### src/rtl/pwm_gen_pkg.sv
package pwm_gen_pkg;

  localparam int CTRL_W      = 6;
  localparam int NUM_SHADOW  = 3;
  localparam int DEFER_BASE  = 3;

  typedef struct packed {
    logic cmpb_defer;
    logic cmpa_defer;
    logic load_defer;
    logic dbg_run;
    logic updown;
    logic enable;
  } ctrl_t;

  typedef enum logic [1:0] {
    SEL_CTRL = 2'd0,
    SEL_LOAD = 2'd1,
    SEL_CMPA = 2'd2,
    SEL_CMPB = 2'd3
  } reg_sel_e;

endpackage

### src/rtl/pwm_shadow_reg.sv
module pwm_shadow_reg #(
  parameter int W = 16
) (
  input  logic         clk,
  input  logic         rst_n,
  input  logic         wr_en,
  input  logic [W-1:0] wr_data,
  input  logic         defer,
  input  logic         sync_req,
  input  logic         zero_evt,
  output logic [W-1:0] active_q,
  output logic [W-1:0] active_nxt
);

  logic [W-1:0] shadow_q;
  logic         pend_q;
  logic         sync_q;
  logic         commit;

  // a pending value may move only at a zero edge, and in deferred mode only after a latched request
  function automatic logic may_commit(input logic zev, input logic pend,
                                      input logic dfr, input logic syn);
    return zev && pend && (!dfr || syn);
  endfunction

  assign commit     = may_commit(zero_evt, pend_q, defer, sync_q);
  assign active_nxt = commit ? shadow_q : active_q;

  always_ff @(posedge clk or negedge rst_n) begin
    if (!rst_n) begin
      shadow_q <= '0;
      active_q <= '0;
      pend_q   <= 1'b0;
      sync_q   <= 1'b0;
    end else begin
      active_q <= active_nxt;
      if (wr_en) shadow_q <= wr_data;
      if (wr_en)       pend_q <= 1'b1;
      else if (commit) pend_q <= 1'b0;
      if (commit)                 sync_q <= 1'b0;
      else if (sync_req && pend_q) sync_q <= 1'b1;
    end
  end

  AST_HOLD_OFF_ZERO: assert property (@(posedge clk) disable iff (!rst_n)
    !zero_evt |=> $stable(active_q));

  AST_DEFER_WAITS: assert property (@(posedge clk) disable iff (!rst_n)
    zero_evt && defer && !sync_q |=> $stable(active_q));

  AST_NO_STRAY_SYNC: assert property (@(posedge clk) disable iff (!rst_n)
    !pend_q && !sync_q |=> !sync_q);

endmodule

### src/rtl/pwm_counter.sv
module pwm_counter #(
  parameter int W = 16
) (
  input  logic         clk,
  input  logic         rst_n,
  input  logic         en,
  input  logic         updown,
  input  logic         freeze_req,
  input  logic [W-1:0] load_nxt,
  output logic [W-1:0] cnt_q,
  output logic         dir_q,
  output logic         zero_evt
);

  localparam logic [W-1:0] ONE = W'(1);

  logic         freeze;
  logic [W:0]   step;

  // returns {dir, count} for the next cycle while running
  function automatic logic [W:0] count_step(input logic [W-1:0] c, input logic d,
                                            input logic [W-1:0] ld, input logic ud);
    logic [W:0] r;
    if (!ud) begin
      r = (c == '0) ? {1'b1, ld} : {1'b1, c - ONE};
    end else if (c == '0) begin
      r = {1'b1, (ld == '0) ? '0 : ONE};
    end else if (d && (c >= ld)) begin
      r = {1'b0, c - ONE};
    end else if (d) begin
      r = {1'b1, c + ONE};
    end else begin
      r = {1'b0, c - ONE};
    end
    return r;
  endfunction

  assign zero_evt = en && (cnt_q == '0);
  assign freeze   = zero_evt && freeze_req;
  assign step     = count_step(cnt_q, dir_q, load_nxt, updown);

  always_ff @(posedge clk or negedge rst_n) begin
    if (!rst_n) begin
      cnt_q <= '0;
      dir_q <= 1'b1;
    end else if (!en) begin
      cnt_q <= '0;
      dir_q <= 1'b1;
    end else if (!freeze) begin
      cnt_q <= step[W-1:0];
      dir_q <= step[W];
    end
  end

  AST_IDLE_AT_ZERO: assert property (@(posedge clk) disable iff (!rst_n)
    !en |=> cnt_q == '0);

  AST_FREEZE_HOLD: assert property (@(posedge clk) disable iff (!rst_n)
    zero_evt && freeze_req |=> cnt_q == '0);

  AST_DOWN_STEP: assert property (@(posedge clk) disable iff (!rst_n)
    en && !updown && (cnt_q != '0) |=> cnt_q == $past(cnt_q) - ONE);

  AST_UP_LEAVES_ZERO: assert property (@(posedge clk) disable iff (!rst_n)
    zero_evt && updown && !freeze_req && (load_nxt != '0) |=> cnt_q == ONE);

endmodule

### src/rtl/pwm_out_drv.sv
module pwm_out_drv #(
  parameter int W = 16
) (
  input  logic         clk,
  input  logic         rst_n,
  input  logic         en,
  input  logic         updown,
  input  logic [W-1:0] cnt,
  input  logic         dir_up,
  input  logic [W-1:0] load,
  input  logic [W-1:0] cmp,
  output logic         pwm_q
);

  logic pwm_nxt;

  function automatic logic edge_level(input logic cur, input logic ud, input logic up,
                                      input logic hit_cmp, input logic hit_load);
    logic r;
    r = cur;
    if (ud) begin
      if (hit_cmp) r = up;
    end else if (hit_cmp) begin
      r = 1'b0;
    end else if (hit_load) begin
      r = 1'b1;
    end
    return r;
  endfunction

  assign pwm_nxt = en ? edge_level(pwm_q, updown, dir_up, cnt == cmp, cnt == load) : 1'b0;

  always_ff @(posedge clk or negedge rst_n) begin
    if (!rst_n) pwm_q <= 1'b0;
    else        pwm_q <= pwm_nxt;
  end

  AST_OFF_LOW: assert property (@(posedge clk) disable iff (!rst_n)
    !en |=> !pwm_q);

  AST_DOWN_CMP_LOW: assert property (@(posedge clk) disable iff (!rst_n)
    en && !updown && (cnt == cmp) |=> !pwm_q);

  AST_UD_CMP_RISE: assert property (@(posedge clk) disable iff (!rst_n)
    en && updown && dir_up && (cnt == cmp) |=> pwm_q);

endmodule

### src/rtl/pwm_deferred_gen.sv
module pwm_deferred_gen
  import pwm_gen_pkg::*;
#(
  parameter int CNT_W  = 16,
  parameter int DATA_W = 32,
  parameter int ADDR_W = 2
) (
  input  logic              clk,
  input  logic              rst_n,
  input  logic              wr_en,
  input  logic [ADDR_W-1:0] wr_addr,
  input  logic [DATA_W-1:0] wr_data,
  input  logic              dbg_halt,
  input  logic              sync_req,
  output logic [DATA_W-1:0] ctrl_rd,
  output logic [CNT_W-1:0]  cnt_val,
  output logic              pwm_a,
  output logic              pwm_b,
  output logic              cnt_zero,
  output logic              cnt_at_load
);

  localparam int NUM_OUT = 2;

  ctrl_t                                 ctrl_q;
  logic [CTRL_W-1:0]                     ctrl_bits;
  logic                                  ctrl_wr;
  logic [NUM_SHADOW-1:0][CNT_W-1:0]      act_q;
  logic [NUM_SHADOW-1:0][CNT_W-1:0]      act_nxt;
  logic [CNT_W-1:0]                      cnt_q;
  logic                                  dir_q;
  logic                                  zero_evt;
  logic                                  freeze_req;
  logic [NUM_OUT-1:0]                    pwm_q;
  logic                                  unused_wr_hi;
  logic                                  unused_cmp_nxt;

  assign ctrl_wr   = wr_en && (wr_addr == ADDR_W'(SEL_CTRL));
  assign ctrl_bits = ctrl_q;

  always_ff @(posedge clk or negedge rst_n) begin
    if (!rst_n)       ctrl_q <= '0;
    else if (ctrl_wr) ctrl_q <= ctrl_t'(wr_data[CTRL_W-1:0]);
  end

  assign ctrl_rd = {{(DATA_W-CTRL_W){1'b0}}, ctrl_bits};

  for (genvar i = 0; i < NUM_SHADOW; i++) begin : g_shadow
    pwm_shadow_reg #(.W(CNT_W)) u_shadow (
      .clk        (clk),
      .rst_n      (rst_n),
      .wr_en      (wr_en && (wr_addr == ADDR_W'(i + 1))),
      .wr_data    (wr_data[CNT_W-1:0]),
      .defer      (ctrl_bits[DEFER_BASE + i]),
      .sync_req   (sync_req),
      .zero_evt   (zero_evt),
      .active_q   (act_q[i]),
      .active_nxt (act_nxt[i])
    );
  end

  assign freeze_req = dbg_halt && !ctrl_q.dbg_run;

  pwm_counter #(.W(CNT_W)) u_counter (
    .clk        (clk),
    .rst_n      (rst_n),
    .en         (ctrl_q.enable),
    .updown     (ctrl_q.updown),
    .freeze_req (freeze_req),
    .load_nxt   (act_nxt[0]),
    .cnt_q      (cnt_q),
    .dir_q      (dir_q),
    .zero_evt   (zero_evt)
  );

  for (genvar j = 0; j < NUM_OUT; j++) begin : g_out
    pwm_out_drv #(.W(CNT_W)) u_out (
      .clk    (clk),
      .rst_n  (rst_n),
      .en     (ctrl_q.enable),
      .updown (ctrl_q.updown),
      .cnt    (cnt_q),
      .dir_up (dir_q),
      .load   (act_q[0]),
      .cmp    (act_q[j + 1]),
      .pwm_q  (pwm_q[j])
    );
  end

  assign pwm_a          = pwm_q[0];
  assign pwm_b          = pwm_q[1];
  assign cnt_val        = cnt_q;
  assign cnt_zero       = zero_evt;
  assign cnt_at_load    = ctrl_q.enable && (cnt_q == act_q[0]);
  assign unused_wr_hi   = ^wr_data[DATA_W-1:CNT_W];
  assign unused_cmp_nxt = ^{act_nxt[1], act_nxt[2]};

  AST_CNT_BOUND: assert property (@(posedge clk) disable iff (!rst_n)
    cnt_q <= act_q[0]);

  AST_STATUS_EXCL: assert property (@(posedge clk) disable iff (!rst_n)
    cnt_zero && (act_q[0] != '0) |-> !cnt_at_load);

endmodule

### config.mk
export PLATFORM = sky130hd
export DESIGN_NAME = pwm_deferred_gen
export DESIGN_NICKNAME = d
export VERILOG_FILES = /design/src/rtl/pwm_gen_pkg.sv /design/src/rtl/pwm_shadow_reg.sv /design/src/rtl/pwm_counter.sv /design/src/rtl/pwm_out_drv.sv /design/src/rtl/pwm_deferred_gen.sv
export SDC_FILE = /design/constraint.sdc
export NUM_CORES = 1
export LEC_CHECK = 0
export ABC_CLOCK_PERIOD_IN_PS = 6450
export BUFFER_PORTS_ARGS = -buffer_cell sky130_fd_sc_hd__buf_2
export CORE_UTILIZATION = 40
export CTS_BUF_LIST = sky130_fd_sc_hd__clkbuf_8
export DETAILED_ROUTE_END_ITERATION = 8
export PLACE_DENSITY = 0.63
export SLEW_MARGIN = 20
export SYNTH_ARGS = -nofsm -noshare
export SYNTH_HDL_FRONTEND = slang
export SYNTH_HIERARCHICAL = 1
export SYNTH_SLANG_ARGS = --single-unit
### constraint.sdc
create_clock -name clk -period 6.45 [get_ports clk]
set_clock_uncertainty 0.2 [all_clocks]
set_input_delay 1.6125 -clock clk [delete_from_list [all_inputs] [get_ports clk]]
set_output_delay 1.6125 -clock clk [all_outputs]
set_load 0.02 [all_outputs]
# --- After elaboration in Yosys (flattened, before gate mapping) ---
# Cells that the tools add are included.
# Widths: inputs -> output; s select.
word_totals:
  input_bits: 39
  reg_bits: 127
op_classes:
  order_cmp: 1
  reduce_logical: 36
  eq_ne: 11
  add_sub_neg: 2
  muxes: 32
ops:
  columns: ["cell", "n"]
  rows:
  - ["$mux 17", 4]
  - ["$mux 16", 4]
  - ["$eq 16x16->1", 3]
  - ["$logic_not 16->1", 2]
  - ["$mux 1", 24]
  - ["$logic_and 1x1->1", 18]
  - ["$add 16x1->16 const B", 1]
  - ["$ge 16x16->1", 1]
  - ["$sub 16x1->16 const B", 1]
  - ["$reduce_bool 2->1", 6]
  - ["$ne 3x1->1 const B", 2]
  - ["$ne 3x2->1 const B", 2]
  - ["$eq 2x2->1 const B", 2]
  - ["$logic_not 1->1", 4]
  - ["$reduce_and 2->1", 2]
  - ["$logic_or 1x1->1", 3]
  - ["$eq 2x1->1 const B", 1]
  - ["$logic_not 2->1", 1]
  - ["$ne 2x2->1 const B", 1]

# --- Depth between registers and ports, before layout ---
logic_depth:
  word_depth: 12
  depth_mapped: 21

# --- By module ---
# The synthesis kept the hierarchy.
by_module_without_submodules:
  columns: ["mod", "seq_area_each_um2", "cells_each", "n_inst", "area_per_inst_um2"]
  rows:
  - ["pwm_shadow_reg", 850.8, 76, 3, 1331.3]
  - ["pwm_counter", 426.7, 251, 1, 1965.6]
  - ["pwm_out_drv", 25.0, 48, 2, 410.4]
  - ["pwm_deferred_gen", 150.1, 67, 1, 639.4]

# --- Worst setup path before layout ---
# No wires, ideal clock.
synth_path:
  kind: "reg-to-reg"
  start: "register u_counter.cnt_q[6]"
  end: "register u_counter.cnt_q[10]"
  path_slack_ns: 1.285
  path_buffers: 4
  stages_incl_launch_ff: 20
  period_less_slack_ns: 5.165
  arrival_ns: 4.825
  cell_sequence: "dfrtp_1 -> buf_4 -> or3_4 -> nor4_4 -> nand3_1 -> clkbuf_1 -> nor2_1 -> and3_4 -> buf_6 -> mux2_2 -> inv_1 -> ha_1 -> nor2b_1 -> o211a_1 -> o311ai_1 -> nand4_1 -> buf_2 -> mux2i_1 -> xnor2_1 -> o32ai_1"
synth_rtl:
  columns: ["item", "line_no", "rtl"]
  rows:
  - ["start: declaration", "pwm_counter.sv:10", "output logic [W-1:0] cnt_q,"]
  - ["start signal: assignment", "pwm_counter.sv:50", "cnt_q <= step[W-1:0];"]

==> impl_metrics.yaml <==
outcome:
  status: "finished, violations left"
  violations: "design-rule violations"
synth:
  synthesis.area_sq_um: 7420
  synth.most_common_cell: "dfrtp_1"
  async_reset_ff_share_pct: 100
  ys_top_cells_by_area: "dfrtp_1 (42%), mux2_2 (12%), xor2_1 (6.4%)"
  synth_warnings: 6
  netlist_instances: 642
  ys_dominant_reg_cell: "dfrtp_1"
  syn_avg_cell_area_sq_um: 11.6
  ys_ff_latch: 127
  yosysTopAreaCell: "dfrtp_1"
  synthTopCellsByCount: "dfrtp_1 (126), mux2_2 (76), xor2_1 (54), xnor2_1 (52), mux2_4 (28)"
  ys_types: 56
  synth-seq-area-share_pct: 42.8
  synth.top_cell.area_share_pct: 42.5
  synth-edff-count: 0
global_routing:
  gr-total-overflow: 0
  grt_pass1_vias: 5161
  grt_pass1_wl_microns: 29000
  grt_use_total_pct: 20.1
  grt_start_max_net_pins: 87
  antenna_found_initial: 0
power_and_ir_drop:
  finalPower_uw: 4370
  power_density_nw_per_um2: 532
  cellLeakagePower_uw: 0.00367
  vdd_drop_max_mv: 0.192
detailed_routing:
  routedWlPerCell_microns: 19.2
  drc: 22
  drt_iter0_drc: 319
  viasPerCell: 5.34
  ant_nets: 0
  dr.pass1.iters: 8
  num_vias: 5033
  wl_microns: 18100
setup_path:
  arrival_ns: 5.53
  r2r-start: "u_counter/cnt_q[0]"
  cp_data_required_time_ns: 6.54
  worstPathMaxFanout: 17
  r2r_end: "u_counter/cnt_q[9]"
  cpPeakStageDelay_ns: 0.53
  crit_path_cell_trace: "inv_1, ha_1, nand2_1, nor3_1, nand3_1, nor2_1, and3_4, mux2_2, inv_1, ha_1, nand2_1, nor4_1, o311ai_1, nand4_1, buf_4, mux2i_1, xor2_1, o22ai_1"
  crit_family: "simple AND/OR/NAND/NOR gates"
  slowest_stage: "nor4_1"
  cp-end-kind: "flop"
  path_buf_inv: 3
  cp-start-kind: "flop"
  rrSetupSlack_ns: 1.01
  r2r_cells: 18
  worst-setup-path-type: "flop to flop"
placement:
  placed_cells: 911
  portBuffers: 48
  hpwl_microns: 13000
  place.gp.congestion: 0.937
clocking:
  clockBufferDepth: 2
  clk_latency_ns: 0.45
  post_cts_buffers: 0
  root_buffer: "clkbuf_8"
  cts.reportedPaths.clkPinSlew_ns: 0.08
  cts_resized: 0
  ctsHoldBuffers: 0
  cts_tree: "done"
  cts_sinks: 127
  cts-htree-levels: 4
  numCtsBuffers: 17
worst_hold_path:
  hold_end: "g_shadow[2].u_shadow/active_q[13]"
  hp-class: "flop to flop"
  min_path_cells: 1
  hold_start: "g_shadow[2].u_shadow/shadow_q[13]"
sta:
  fin_crit_sh_pct: 84.3
  finalSetupViolations: 0
  tightest_slew_ns: 1.08
  rsz0062_at_grt: "false"
  finalHoldViolCount: 0
  fmax_ghz: 0.184
  whs_ns: 0.299
  min_period_ns: 5.44
  setup_tns_ns: 0
  slew_viol_final: 0
  slew_headroom_pct: 28.3
floorplanning:
  die_area_sq_um: 19100
  fp.dieW_microns: 138
  num_rows: 49
  coreArea_sq_um: 18100
  die_h_microns: 138
  initial_utilization_pct: 41.0
  ioPinCount: 91
final_layout:
  n_antenna_cell: 0
  nets: 758
  final_core_util_pct: 45.4
  syn_to_final_growth_pct: 10.7
  finalNonFillerCells: 943
  drive_above_1_share_pct: 31.5
flow_run:
  drv_cap: 0
## cell families (layout without fill, tap and decap cells)
family                     after synthesis  count (layout)  synth area share (%)
muxes                                  112             112                  18.3
adders and majority gates               18              18                  3.04
and+or+nand+nor                        137             137                  11.2
buffers and inverters                   73             120                  6.29
other                                    1              26                0.0505
DFF                                    127             127                  42.8
AOI/OAI and AO/OA                       68              68                  5.78
xor gates and xnor gates               106             106                  12.5
## flip-flops by register name, summed over array words and instances, names as in the netlist
signal	flops
ctrl_rd	6
g_shadow.u_shadow/shadow_q	48
u_counter/cnt_q	16
g_out.u_out/pwm_q	2
u_counter/dir_q	1
g_shadow.u_shadow/pend_q	3
g_shadow.u_shadow/sync_q	3
g_shadow.u_shadow/active_q	48
## routing by layer
layer  wire (microns)  GRT usage, %  share of wire [%]
met5                0             0                  0
met2             8620          32.6                 48
met4              261          6.45                1.4
met3              677          3.60                3.7
met1             8540          27.3                 47
## per-stage QoR
stage               setup WS (ns)  instance area (sq um)
finish                       1.01                   8220
global route                0.638                   8220
CTS                          1.03                   8210
detailed placement           1.06                   7800
global placement             1.11                   7800
floorplan                    1.29                   7510
## layout make-up
| type | instances | area [sq um] |
|---|---|---|
| sequential | 127 | 3180 |
| clock buffer | 18 | 248 |
| multi-input combinational | 467 | 3870 |
| tap | 229 | 287 |
| inverter | 21 | 78.8 |
| clock inverter | 14 | 166 |
| timing repair buffer | 67 | 389 |
| fill | 1669 | 9870 |
## placed cells by master, fill, tap and decap left out, drive strengths merged, types with 14 or more instances in the layout
cell	netlist	routed
inv	21	25
clkbuf	8	18
ha	18	18
nor3	16	16
buf	44	67
nor4	17	17
a21oi	27	27
nand2	27	27
nand3	14	14
xnor2	52	52
dfrtp	126	126
nand4	15	15
nor2	22	22
conb	1	26
xor2	54	54
mux2	104	104
## report_power, final
part	switching [uW]	total, uW	leakage [uW]	internal [uW]
registers	266	1330	0.00154	1070
clock network	331	723	0.000212	392
logic	1260	2310	0.00192	1050
## worst max-delay path by stage
stage / startpoint / to / slack, ns / cells after the start
2_1_floorplan: u_counter/cnt_q[6] / u_counter/cnt_q[10] / 1.29 / 19
3_3_place_gp: u_counter/cnt_q[0] / u_counter/cnt_q[9] / 1.11 / 18
3_5_place_dp: u_counter/cnt_q[0] / u_counter/cnt_q[9] / 1.06 / 18
4_1_cts: u_counter/cnt_q[0] / u_counter/cnt_q[9] / 1.03 / 18
5_1_grt: u_counter/cnt_q[0] / u_counter/cnt_q[9] / 0.64 / 18
6_report: u_counter/cnt_q[0] / u_counter/cnt_q[9] / 1.01 / 18
Note: power is estimated with default switching activity, not from simulation.
